[src/rtl/pim_pkg.sv]
package pim_pkg;
   localparam int NUM_ERR    = 5;
   localparam int CODE_W     = 3;

   localparam int IDX_FRAME   = 0;
   localparam int IDX_LEN     = 1;
   localparam int IDX_ROUTE   = 2;
   localparam int IDX_OVERDUE = 3;
   localparam int IDX_STUCK   = 4;

   // Header command values
   localparam int OPC_WR_BURST = 1;
   localparam int OPC_RD_DATA  = 2;
   localparam int OPC_MSG      = 4;

   typedef enum logic [CODE_W-1:0] {
      CODE_NONE    = 3'd0,
      CODE_FRAME   = 3'd1,
      CODE_LEN     = 3'd2,
      CODE_ROUTE   = 3'd3,
      CODE_OVERDUE = 3'd4,
      CODE_STUCK   = 3'd5
   } fault_code_e;
endpackage

[src/rtl/pim_timer.sv]
module pim_timer #(
   parameter int CNT_W = 16
) (
   input  logic             clk,
   input  logic             rst_n,
   input  logic             active,
   input  logic             restart,
   input  logic [CNT_W-1:0] limit,
   output logic             expired
);
   logic [CNT_W-1:0] cnt_q;
   logic             armed;

   assign armed   = (limit != '0);
   assign expired = active & ~restart & armed & (cnt_q == limit - 1'b1);

   always_ff @(posedge clk or negedge rst_n) begin
      if (!rst_n) begin
         cnt_q <= '0;
      end else if (restart || !active) begin
         cnt_q <= '0;
      end else if (armed && (cnt_q < limit)) begin
         cnt_q <= cnt_q + 1'b1;
      end
   end
endmodule

[src/rtl/pim_frame_track.sv]
module pim_frame_track
   import pim_pkg::*;
#(
   parameter int OP_W    = 3,
   parameter int LEN_W   = 4,
   parameter int ID_W    = 4,
   parameter int NODE_ID = 5,
   localparam int HDR_W  = OP_W + LEN_W + ID_W,
   localparam int CNT_W  = LEN_W + 2
) (
   input  logic             clk,
   input  logic             rst_n,
   input  logic             acc,
   input  logic             sop,
   input  logic             eop,
   input  logic [HDR_W-1:0] hdr_in,
   output logic             pkt_open,
   output logic             ev_frame,
   output logic             ev_len,
   output logic             ev_route,
   output logic [HDR_W-1:0] ev_hdr
);
   logic             open_q;
   logic [CNT_W-1:0] cnt_q, exp_q;
   logic [HDR_W-1:0] hdr_q;

   logic [OP_W-1:0]  in_op;
   logic [LEN_W-1:0] in_len;
   logic [ID_W-1:0]  in_dst;
   logic [CNT_W-1:0] in_exp, cnt_inc, cnt_now, exp_now;

   function automatic logic [CNT_W-1:0] exp_len(input logic [OP_W-1:0] op,
                                                input logic [LEN_W-1:0] ln);
      logic [CNT_W-1:0] r;
      if (op == OP_W'(OPC_WR_BURST) || op == OP_W'(OPC_RD_DATA))
         r = CNT_W'(ln) + 1'b1;
      else if (op == OP_W'(OPC_MSG))
         r = CNT_W'(2);
      else
         r = CNT_W'(1);
      return r;
   endfunction

   assign in_op  = hdr_in[OP_W-1:0];
   assign in_len = hdr_in[OP_W +: LEN_W];
   assign in_dst = hdr_in[OP_W+LEN_W +: ID_W];
   assign in_exp = exp_len(in_op, in_len);

   assign cnt_inc = (&cnt_q) ? cnt_q : cnt_q + 1'b1;
   assign cnt_now = sop ? CNT_W'(1) : cnt_inc;
   assign exp_now = sop ? in_exp : exp_q;

   assign pkt_open = open_q;
   assign ev_frame = acc & ((sop & open_q) | (~sop & ~open_q));
   assign ev_route = acc & sop & (in_dst != ID_W'(NODE_ID));
   assign ev_len   = acc & eop & (sop | open_q) & (cnt_now != exp_now);
   assign ev_hdr   = (acc & sop) ? hdr_in : hdr_q;

   always_ff @(posedge clk or negedge rst_n) begin
      if (!rst_n) begin
         open_q <= 1'b0;
         cnt_q  <= '0;
         exp_q  <= '0;
         hdr_q  <= '0;
      end else if (acc) begin
         if (sop) begin
            open_q <= ~eop;
            cnt_q  <= CNT_W'(1);
            exp_q  <= in_exp;
            hdr_q  <= hdr_in;
         end else if (open_q) begin
            cnt_q <= cnt_inc;
            if (eop) open_q <= 1'b0;
         end
      end
   end
endmodule

[src/rtl/pim_err_log.sv]
module pim_err_log
   import pim_pkg::*;
#(
   parameter int HDR_W       = 11,
   parameter bit CAPTURE_HDR = 1'b1
) (
   input  logic               clk,
   input  logic               rst_n,
   input  logic [NUM_ERR-1:0] ev,
   input  logic [HDR_W-1:0]   ev_hdr,
   input  logic [NUM_ERR-1:0] clr,
   output logic [NUM_ERR-1:0] flags,
   output logic               pulse,
   output logic [CODE_W-1:0]  code,
   output logic [HDR_W-1:0]   hdr
);
   logic [NUM_ERR-1:0] flags_q;
   logic               pulse_q;
   logic [CODE_W-1:0]  code_q, code_nx;
   logic               take;

   always_comb begin
      code_nx = CODE_NONE;
      for (int k = NUM_ERR - 1; k >= 0; k--) begin
         if (ev[k]) code_nx = CODE_W'(k + 1);
      end
   end

   assign take = (|ev) & (flags_q == '0);

   always_ff @(posedge clk or negedge rst_n) begin
      if (!rst_n) begin
         flags_q <= '0;
         pulse_q <= 1'b0;
         code_q  <= CODE_NONE;
      end else begin
         flags_q <= (flags_q & ~clr) | ev;
         pulse_q <= |ev;
         if (take) code_q <= code_nx;
      end
   end

   generate
      if (CAPTURE_HDR) begin : g_hdr
         logic [HDR_W-1:0] hdr_q;
         always_ff @(posedge clk or negedge rst_n) begin
            if (!rst_n)    hdr_q <= '0;
            else if (take) hdr_q <= ev_hdr;
         end
         assign hdr = hdr_q;
      end else begin : g_nohdr
         assign hdr = '0;
      end
   endgenerate

   assign flags = flags_q;
   assign pulse = pulse_q;
   assign code  = code_q;
endmodule

[src/rtl/pkt_integrity_mon.sv]
module pkt_integrity_mon
   import pim_pkg::*;
#(
   parameter int DATA_W       = 32,
   parameter int OP_W         = 3,
   parameter int LEN_W        = 4,
   parameter int ID_W         = 4,
   parameter int NODE_ID      = 5,
   parameter int TMO_W        = 16,
   parameter bit ARB_CHECK_EN = 1'b1,
   parameter bit CAPTURE_HDR  = 1'b1,
   localparam int HDR_W       = OP_W + LEN_W + ID_W
) (
   input  logic               clk,
   input  logic               rst_n,
   input  logic               flit_valid,
   input  logic               flit_ready,
   input  logic               flit_sop,
   input  logic               flit_eop,
   input  logic [DATA_W-1:0]  flit_data,
   input  logic               arb_req,
   input  logic               arb_gnt,
   input  logic [TMO_W-1:0]   tmo_limit,
   input  logic [NUM_ERR-1:0] err_clear,
   output logic [NUM_ERR-1:0] err_flags,
   output logic               err_pulse,
   output logic [CODE_W-1:0]  err_code,
   output logic [HDR_W-1:0]   err_hdr
);
   if (DATA_W < HDR_W) begin : g_bad_data_w
      $error("flit_data too narrow for the header fields");
   end
   if (NODE_ID < 0 || NODE_ID >= (1 << ID_W)) begin : g_bad_node
      $error("NODE_ID does not fit the destination field");
   end
   if (OP_W < 3) begin : g_bad_op_w
      $error("opcode field must be at least 3 bits");
   end
   if (TMO_W < 2) begin : g_bad_tmo_w
      $error("timeout counter too narrow");
   end

   logic               acc;
   logic               pkt_open;
   logic [NUM_ERR-1:0] ev;
   logic [HDR_W-1:0]   ev_hdr;

   assign acc = flit_valid & flit_ready;

   pim_frame_track #(
      .OP_W    (OP_W),
      .LEN_W   (LEN_W),
      .ID_W    (ID_W),
      .NODE_ID (NODE_ID)
   ) i_track (
      .clk      (clk),
      .rst_n    (rst_n),
      .acc      (acc),
      .sop      (flit_sop),
      .eop      (flit_eop),
      .hdr_in   (flit_data[HDR_W-1:0]),
      .pkt_open (pkt_open),
      .ev_frame (ev[IDX_FRAME]),
      .ev_len   (ev[IDX_LEN]),
      .ev_route (ev[IDX_ROUTE]),
      .ev_hdr   (ev_hdr)
   );

   pim_timer #(.CNT_W(TMO_W)) i_overdue (
      .clk     (clk),
      .rst_n   (rst_n),
      .active  (pkt_open),
      .restart (acc),
      .limit   (tmo_limit),
      .expired (ev[IDX_OVERDUE])
   );

   generate
      if (ARB_CHECK_EN) begin : g_arb
         pim_timer #(.CNT_W(TMO_W)) i_stuck (
            .clk     (clk),
            .rst_n   (rst_n),
            .active  (arb_req & ~arb_gnt),
            .restart (arb_gnt),
            .limit   (tmo_limit),
            .expired (ev[IDX_STUCK])
         );
      end else begin : g_noarb
         assign ev[IDX_STUCK] = 1'b0;
      end
   endgenerate

   pim_err_log #(
      .HDR_W       (HDR_W),
      .CAPTURE_HDR (CAPTURE_HDR)
   ) i_log (
      .clk    (clk),
      .rst_n  (rst_n),
      .ev     (ev),
      .ev_hdr (ev_hdr),
      .clr    (err_clear),
      .flags  (err_flags),
      .pulse  (err_pulse),
      .code   (err_code),
      .hdr    (err_hdr)
   );
endmodule

[config.mk]
export PLATFORM = sky130hd
export DESIGN_NAME = pkt_integrity_mon
export DESIGN_NICKNAME = d
export VERILOG_FILES = /design/src/rtl/pim_pkg.sv /design/src/rtl/pim_timer.sv /design/src/rtl/pim_frame_track.sv /design/src/rtl/pim_err_log.sv /design/src/rtl/pkt_integrity_mon.sv
export SDC_FILE = /design/constraint.sdc
export NUM_CORES = 1
export LEC_CHECK = 0
export BUFFER_PORTS_ARGS = -buffer_cell sky130_fd_sc_hd__buf_2
export CAP_MARGIN = 5
export CORE_AREA = 2 2 101 113
export CTS_BUF_LIST = sky130_fd_sc_hd__clkbuf_8
export DETAILED_ROUTE_END_ITERATION = 6
export DIE_AREA = 0 0 103 115
export PLACE_DENSITY = 0.83
export SETUP_SLACK_MARGIN = 0.15
export SLEW_MARGIN = 20
export SYNTH_ARGS = -nofsm -noshare
export SYNTH_HDL_FRONTEND = slang
export SYNTH_HIERARCHICAL = 1
export SYNTH_SLANG_ARGS = --single-unit
[constraint.sdc]
create_clock -name clk -period 3.3 [get_ports clk]
set_clock_uncertainty 0.05 [all_clocks]
set_input_delay 0.825 -clock clk [delete_from_list [all_inputs] [get_ports clk]]
set_output_delay 0.825 -clock clk [all_outputs]
set_load 0.05 [all_outputs]
Word-level counts from Yosys, hierarchy flattened
Cells that the tools add are included.
{"block": "totals", "register_bits": 76, "latch_bits": 0, "ram_bits": 0, "rom_bits": 0, "out_inout_bits": 20, "wordCells": 87, "n_memories": 0}
{"block": "classes", "addsub": 5, "n_mul": 0, "n_div": 0, "magnitude_cmp": 2, "eq_ne": 7, "shifts": 0, "mux": 20, "n_bitwise": 27, "reduce_logical": 16}
{"operator": "2-to-1 mux 16 bit", "n": 4}
{"operator": "2-to-1 mux 6 bit", "n": 6}
{"operator": "adder 16 x 1 -> 16 bit, second input constant", "n": 2}
{"operator": "== test 16 bit", "n": 2}
{"operator": "< comparator 16 bit", "n": 2}
{"operator": "bitwise AND 1 bit", "n": 17}
{"operator": "nonzero test 16 bit", "n": 1}
{"operator": "subtractor 16 x 1 -> 16 bit, second input constant", "n": 1}
{"operator": "2-to-1 mux 3 bit", "n": 5}
{"operator": "2-to-1 mux 11 bit", "n": 1}
{"operator": "adder 6 x 1 -> 6 bit, second input constant", "n": 1}
{"operator": "!= test 6 bit", "n": 1}
{"operator": "AND reduction 6 bit", "n": 1}
{"operator": "nonzero test 2 bit", "n": 3}
{"operator": "adder 4 x 1 -> 5 bit, second input constant", "n": 1}
{"operator": "bitwise AND 5 bit", "n": 1}
{"operator": "logical NOT 5 bit", "n": 1}
{"operator": "inverter 1 bit", "n": 5}
{"operator": "inverter 5 bit", "n": 1}
{"operator": "OR 5 bit", "n": 1}
{"operator": "OR reduction 5 bit", "n": 1}
{"operator": "!= test 4 x 3 -> 1 bit, second input constant", "n": 1}
{"operator": "AND reduction 2 bit", "n": 2}
{"operator": "== test 3 x 1 -> 1 bit, second input constant", "n": 1}
{"operator": "other kinds (8)", "n": 15}

Depth between registers and ports, before layout
Gate-level depths: netlist (run 1).
{"block": "logic_depth", "depth_word": 10, "mapped_depth": 12, "ltp_nobuf": 11}

Cells and area by module
Netlist (run 1), hierarchy kept.
{"mod": "pim_timer", "instances": 2, "cells_per_inst": 225, "area_each_um2": 1795.5, "seq_area_each_um2": 400.4}
{"mod": "pim_frame_track", "instances": 1, "cells_per_inst": 134, "area_each_um2": 1361.3, "seq_area_each_um2": 600.6}
{"mod": "pim_err_log", "instances": 1, "cells_per_inst": 56, "area_each_um2": 822.0, "seq_area_each_um2": 500.5}
{"mod": "pkt_integrity_mon", "instances": 1, "cells_per_inst": 2, "area_each_um2": 20.0, "seq_area_each_um2": 0.0}

Worst setup path before layout (run 1)
No wires, ideal clock.
{"block": "synth_timing", "kind": "input port to flip-flop", "startpoint": "input port tmo_limit[2]", "endpoint": "register i_log.g_hdr.hdr_q[0] (netlist: i_log/hdr[0])", "setup_ns": 0.125, "arrival_time_ns": 3.259, "t_required_ns": 3.125, "setup_slack_ns": -0.134, "path_stages": 10, "path_buffers": 1, "path_cell_list": "or4_4 -> nand4b_1 -> nor4_1 -> xnor2_1 -> nand4_1 -> nor4_2 -> nor2_1 -> a211oi_4 -> buf_8 -> mux2_4"}
{"block": "synth_via", "elab_chain_len": 5, "elab_cells_between_ends": 10}
{"item": "start: declaration", "line_no": "pkt_integrity_mon.sv:23", "rtl": "input logic [TMO_W-1:0] tmo_limit,"}
{"item": "subtractor 16 x 1 -> 16 bit / nonzero test 16 bit (equally long branches)", "line_no": "pim_timer.sv:15, pim_timer.sv:14"}
{"item": "== test 16 bit / bitwise AND 1 bit (equally long branches)", "line_no": "pim_timer.sv:15", "rtl": "assign expired = active & ~restart & armed & (cnt_q == limit - 1'b1);"}
{"item": "bitwise AND 1 bit (*)", "line_no": "pim_timer.sv:15"}
{"item": "via ev[3]", "line_no": "pkt_integrity_mon.sv:45", "rtl": "logic [NUM_ERR-1:0] ev;"}
{"item": "OR reduction 5 bit (*)", "line_no": "pim_err_log.sv:29", "rtl": "assign take = (|ev) & (flags_q == '0);"}
{"item": "bitwise AND 1 bit (*)", "line_no": "pim_err_log.sv:29"}
{"item": "end signal: assignment", "line_no": "pim_err_log.sv:48", "rtl": "else if (take) hdr_q <= ev_hdr;"}
{"item": "end: declaration", "line_no": "pim_err_log.sv:45", "rtl": "logic [HDR_W-1:0] hdr_q;"}
The timed path passes the listed nets; every way through them passes the cells marked *.
A chain may end at the register's enable or synchronous reset.

Worst setup path in the final report (run 1)
{"block": "layout_timing", "startpoint": "input port tmo_limit[2]", "endpoint": "register i_log.g_hdr.hdr_q[9] (netlist: i_log/hdr[9])"}
The elaborated chain is that of the path after synthesis.

==> impl_metrics.py, run 1 <==
metrics = {
    "outcome": {
        "outcome": "finished with violations",
        "violations": "negative setup slack",
    },
    "sta": {
        "layout_min_cycle_time_ps": 3310,
        "setup_violations": 11,
        "drv_slew": 0,
        "min_period_over_period_pct": 100,
        "rsz0062_at_grt": "yes",
        "fin_ws_ps": -13.5,
        "worst_pin_slew_ps": 953,
        "hold_violations": 0,
        "fmax_ghz": 0.302,
        "slew_headroom_pct": 36.5,
    },
    "clock_tree": {
        "root_buffer": "clkbuf_8",
        "ctsHtreeMaxLevel": 3,
        "cts_made_buffers": 9,
        "cts_tree": "built",
        "cts_sinks": 76,
        "clockBufferDepth": 2,
        "clk_latency_ps": 370,
        "clkSlewWorstSetupHoldPaths_ps": 80,
        "postCtsHoldBufs": 0,
    },
    "critical_path": {
        "path_class": "primary input to flop",
        "crit_family": "simple AND/OR/NAND/NOR gates",
        "cp_max_fo": 7,
        "worst-path-buf-inv": 4,
        "endpoint_kind": "flop",
        "crit_arrival_ps": 3510,
        "cp_slowest_stage_delay_ps": 570,
        "worstSetupStartpointType": "primary input",
        "worstPathCellList": "buf_8 > or4_4 > nor4_4 > nand4_1 > xnor2_1 > nand4_1 > nor4_2 > buf_4 > nor2_4 > a211oi_4 > buf_4 > buf_12 > mux2_4",
        "cp.required_ps": 3500,
        "slowest_stage": "or4_4",
    },
    "final_layout": {
        "layout.nets": 850,
        "fill_cells": 853,
        "drive_gt1_share_pct": 23.5,
        "diodes": 0,
        "area.growth.synth_to_final_pct": 18.7,
        "mostFrequentLayoutCells": "dfrtp_1 (76), buf_2 (56), inv_1 (53)",
        "design_area_mm2": 0.00688,
        "final_common_cell": "dfrtp_1",
    },
    "synthesis": {
        "ys_async_sr_fraction_pct": 100,
        "synth_edf_count": 0,
        "ys.flop_type": "dfrtp_1",
        "synth_area_leaders": "dfrtp_1 (33%), ha_1 (8.9%), xnor2_1 (5.4%)",
        "seq_area_frac_synth_pct": 32.8,
        "synth_fp_nets": 744,
        "syn-instance-count": 642,
        "ys_seq_elements": 76,
        "synth_area_mm2": 0.00579,
        "ys_types": 60,
        "ys_warn_count": 6,
        "yosysTopAreaCellShare_pct": 32.8,
        "syn_avg_cell_area_um2": 9.03,
        "yosys.area.top_type": "dfrtp_1",
    },
    "power_and_ir_drop": {
        "p_leak_nw": 3.17,
        "max-vdd-ir-drop_v": 0.000428,
        "p_total_mw": 2.83,
        "power_density_mw_per_mm2": 412,
    },
    "route": {
        "firstDrtPassIters": 5,
        "drc": 0,
        "dr_total_vias": 5492,
        "avgRoutedWirePerCell_um": 17.2,
        "routed_wl_um": 15500,
        "top_layer": "met4",
        "wl_met3_um": 811,
        "via_per_inst": 6.10,
        "wl_met2_um": 7970,
        "met1_length_um": 6120,
        "ant_nets": 0,
        "initialDrtViolationCount": 476,
    },
    "die": {
        "fp.dieH_um": 115,
        "boundaryPins": 81,
        "row_count": 40,
        "die_w_um": 103,
        "core_mm2": 0.0107,
        "start_util_pct": 54.1,
        "fp.dieArea_mm2": 0.0118,
    },
    "global_route": {
        "antenna_found_initial": 0,
        "gr-total-overflow": 0,
        "grt_pass1_wl_um": 25400,
        "grt_usage_pct": 27.1,
        "grt_max_degree": 77,
        "grt_pass1_vias": 5558,
    },
    "worst_hold_path": {
        "hold_class": "flop to flop",
    },
    "placed_design": {
        "dpl_cell_area_mm2": 0.00659,
        "dp_hpwl_um": 11400,
        "portBuffers": 59,
        "place_congestion": 0.873,
    },
    "job": {
        "maxCapViolations": 0,
    },
}
metrics by stage:
step | cells | utilization, % | hold slack (ps) | setup TNS [ps] | setup WS [ps]
2_1_floorplan | 642 | - | 418 | -587 | -73.4
3_3_place_gp | 879 | 61.5 | 418 | -3390 | -312
3_5_place_dp | 879 | 61.5 | 430 | -5030 | -443
4_1_cts | 900 | 64.0 | 448 | 0 | 1.90
5_1_grt | 900 | 64.2 | 471 | -1540 | -147
6_report | 900 | 64.2 | 448 | -76.4 | -13.5
where the power goes:
part | switching, mW | internal [mW] | total, mW | leakage (nW)
Combinational | 0.641 | 0.388 | 1.03 | 2.09
Sequential | 0.101 | 1.07 | 1.17 | 0.993
Clock | 0.366 | 0.270 | 0.636 | 0.0882
kinds of logic (layout without fill, tap and decap cells):
group,count (synthesis),in the layout,share of synthesized area [%]
flops,76,76,32.8
buf+inv,69,180,4.86
fa+ha+maj,41,41,8.85
xor+xnor,55,55,8.31
simple gates,230,230,23.0
compound gates,143,143,16.3
mux,28,28,5.83
path summary, 6_finish.rpt:
kind                                                   start                                 end  slack (ps)  cells past startpoint
worst max-delay path                            tmo_limit[2]            i_log/hdr[9]$_DFFE_PN0P_         -10                     13
worst min-delay path            i_track/hdr_q[8]$_DFFE_PN0P_        i_track/hdr_q[8]$_DFFE_PN0P_         450                      1
worst max register to register  i_track/cnt_q[0]$_DFFE_PN0P_            i_log/hdr[9]$_DFFE_PN0P_         290                     12
worst min register to register  i_track/hdr_q[8]$_DFFE_PN0P_        i_track/hdr_q[8]$_DFFE_PN0P_         450                      1
max in group asynchronous                              rst_n      i_overdue/cnt_q[1]$_DFFE_PN0P_        2030                      1
min in group asynchronous                              rst_n  g_arb.i_stuck/cnt_q[2]$_DFFE_PN0P_         550                      1
worst reg2reg max path: stages, from the launching register on:
cell	delay [ps]
dfrtp_1	460
ha_1	250
buf_4	160
and2_1	200
a211oi_1	260
a31oi_1	80
o32ai_1	230
a31oi_1	180
nor3_2	350
a211oi_4	100
buf_4	150
buf_12	140
mux2_4	300
layer usage:
metal	vias up	GRT usage, %
met5	-	0
met3	60	5.65
met2	218	46.1
met4	0	13.0
met1	2638	32.5
li1	2576	-
Yosys cell counts, types with 3 or more instances:
cell and instances:
a21o_1 7, a21oi_1 50, a22oi_1 3, a31oi_1 3, a32oi_1 4, and2_1 6
and3_1 12, buf_2 3, clkbuf_1 12, dfrtp_1 76, ha_1 41, inv_1 51
mux2_1 3, mux2_2 11, mux2_4 8, mux2i_1 6, nand2_1 46, nand2b_1 10
nand3_1 30, nand3_2 3, nand4_1 18, nor2_1 27, nor2b_1 8, nor3_1 16
nor4_1 4, o211ai_1 6, o21ai_0 23, o22a_1 3, o31ai_1 25, or3_1 5
or4_1 25, or4_4 3, xnor2_1 36, xor2_1 19
sequential cells by signal, summed over array words and instances (netlist names):
name and flops:
i_overdue/cnt_q 16, i_log/pulse 1, i_log/code 3, g_arb.i_stuck/cnt_q 16
i_track/pkt_open 1, i_log/flags 5, i_track/cnt_q 6, i_track/hdr_q 11
i_log/hdr 11, i_track/exp_q 6
cell type report:
cell class                 instances  area [um2]  area share [%]
inverter                          51         191            2.78
timing repair buffer             113         768            11.2
tap                              147         184            2.67
multi-input combinational        497        3670            53.3
sequential                        76        1900            27.6
clock inverter                     7        45.0           0.655
clock buffer                       9         124            1.80
what timing repair did:
action                     CTS  global route
buffers inserted             4             0
pin swaps                    4             0
gates cloned                 1             0
resized for setup           12             5
setup endpoints to repair   11            14
No activity file was read; power rests on OpenSTA's default activity.
==> inputs of run 2 (changes only) <==
--- a/config.mk
+++ b/config.mk
@@ -13,6 +13,7 @@
 export DIE_AREA = 0 0 103 115
 export PLACE_DENSITY = 0.83
 export SETUP_SLACK_MARGIN = 0.15
+export SKIP_CTS_REPAIR_TIMING = 1
 export SLEW_MARGIN = 20
 export SYNTH_ARGS = -nofsm -noshare
 export SYNTH_HDL_FRONTEND = slang
==> impl_metrics.py, run 2 (synthesis results as in run 1) <==
metrics = {
    "route": {
        "avgRoutedWirePerCell_um": 16.8,
        "firstDrtPassIters": 5,
        "initialDrtViolationCount": 394,
        "routed_wl_um": 15000,
        "dr_total_vias": 5427,
        "drc": 0,
        "via_per_inst": 6.06,
        "ant_nets": 0,
    },
    "worst_hold_path": {
        "hold_class": "flop to flop",
    },
    "final_layout": {
        "area.growth.synth_to_final_pct": 16.9,
        "drive_gt1_share_pct": 22.3,
        "final-seq-area_mm2": 0.00190,
        "final_common_cell": "dfrtp_1",
        "layout.nets": 846,
        "multi_input_area_mm2": 0.00363,
        "fill_cells": 869,
        "diodes": 0,
        "utilization_pct": 63.2,
        "final_cells": 896,
        "mostFrequentLayoutCells": "dfrtp_1 (76), buf_2 (58), inv_1 (53)",
        "largestRegisters": "g_arb.i_stuck/cnt_q (16), i_overdue/cnt_q (16)",
    },
    "die": {
        "row_count": 40,
        "die_w_um": 103,
        "fp.dieArea_mm2": 0.0118,
        "boundaryPins": 81,
        "fp.dieH_um": 115,
        "start_util_pct": 54.1,
        "core_mm2": 0.0107,
    },
    "sta": {
        "fmax_ghz": 0.292,
        "layout_min_cycle_time_ps": 3420,
        "holdWs_ps": 446,
        "fin_ws_ps": -125,
        "slew_headroom_pct": 35.6,
        "setup_violations": 11,
        "drv_slew": 0,
        "hold_violations": 0,
        "worst_pin_slew_ps": 965,
        "min_period_over_period_pct": 104,
        "rsz0062_at_grt": "yes",
    },
    "clock_tree": {
        "ctsHtreeMaxLevel": 3,
        "root_buffer": "clkbuf_8",
        "clk_latency_ps": 370,
        "clockBufferDepth": 2,
        "clkSlewWorstSetupHoldPaths_ps": 80,
        "cts_sinks": 76,
        "cts_made_buffers": 9,
        "cts_tree": "built",
    },
    "power_and_ir_drop": {
        "power_density_mw_per_mm2": 413,
        "max-vdd-ir-drop_v": 0.000399,
        "p_leak_nw": 3.11,
    },
    "outcome": {
        "outcome": "finished with violations",
        "violations": "negative setup slack",
    },
    "critical_path": {
        "cp_slowest_stage_delay_ps": 570,
        "slowest_stage": "or4_4",
        "endpoint_kind": "flop",
        "path_class": "primary input to flop",
        "worstSetupStartpointType": "primary input",
        "crit_arrival_ps": 3620,
        "cp_max_fo": 13,
        "cp.required_ps": 3500,
        "worstPathCellList": "buf_2 > or4_4 > nor4_4 > buf_4 > nand4_1 > xnor2_1 > nand4_1 > nor4_2 > buf_4 > nor2_2 > a211oi_4 > buf_12 > mux2_1",
    },
    "placed_design": {
        "dp_hpwl_um": 11400,
        "portBuffers": 59,
        "place_inst": 879,
        "place_congestion": 0.873,
    },
    "global_route": {
        "grt_max_degree": 77,
        "grt_usage_pct": 26.4,
        "grt_pass1_wl_um": 24800,
        "antenna_found_initial": 0,
        "grt_pass1_vias": 5495,
        "gr-total-overflow": 0,
    },
    "job": {
        "maxCapViolations": 0,
    },
}
-- run 2: cell types whose count changed in the layout (fill, tap and decap cells not counted), sizes merged --
cell | before | now
buf | 113 | 109
-- run 2: power breakdown --
group	switching [mW]	internal (mW)
sequential	0.0989	1.07
clock	0.369	0.270
combinational	0.632	0.356
total	1.10	1.69
-- run 2: cell type report --
cell class / count / share of cell area [%]
Multi-Input combinational cell: 497 / 53.6
Clock buffer: 9 / 1.83
Timing Repair Buffer: 109 / 10.3
Sequential cell: 76 / 28.1
Inverter: 51 / 2.83
Tap cell: 147 / 2.72
Clock inverter: 7 / 0.665
-- run 2: worst max-delay path, delay by kind of cell --
| family | cells | cell delay (ps) |
|---|---|---|
| AO/OA/AOI/OAI | 1 | 250 |
| AND/OR/NAND/NOR | 6 | 1390 |
| buffers and inverters | 4 | 660 |
| XOR/XNOR | 1 | 160 |
| multiplexers | 1 | 330 |
-- run 2: worst paths after layout --
check,cells after the start,to,slack [ps],start
worst max register to register,11,i_log/hdr[7]$_DFFE_PN0P_,260,i_track/cnt_q[0]$_DFFE_PN0P_
worst min register to register,1,i_track/hdr_q[8]$_DFFE_PN0P_,450,i_track/hdr_q[8]$_DFFE_PN0P_
max in group asynchronous,1,i_overdue/cnt_q[1]$_DFFE_PN0P_,2010,rst_n
worst max-delay path,13,i_log/hdr[7]$_DFFE_PN0P_,-120,tmo_limit[2]
worst min-delay path,1,i_track/hdr_q[8]$_DFFE_PN0P_,450,i_track/hdr_q[8]$_DFFE_PN0P_
min in group asynchronous,1,g_arb.i_stuck/cnt_q[2]$_DFFE_PN0P_,540,rst_n
-- run 2: per-layer routing --
metal	GRT usage (%)	wire length, um	vias to the layer above
li1	-	-	2570
met1	31.6	5960	2617
met2	45.2	7880	187
met3	5.17	708	53
met4	12.7	488	0
met5	0	0	-
-- run 2: metrics by stage --
step / cell area (um2) / setup TNS (ps) / power [mW] / setup slack [ps]
global route: 6770 / -2270 / 2.92 / -239
detailed placement: 6590 / -5030 / 2.16 / -443
floorplan: 5800 / -587 / 1.85 / -73.4
finish: 6770 / -1090 / 2.79 / -125
global placement: 6590 / -3390 / 2.12 / -312
CTS: 6760 / -313 / 2.80 / -59.5
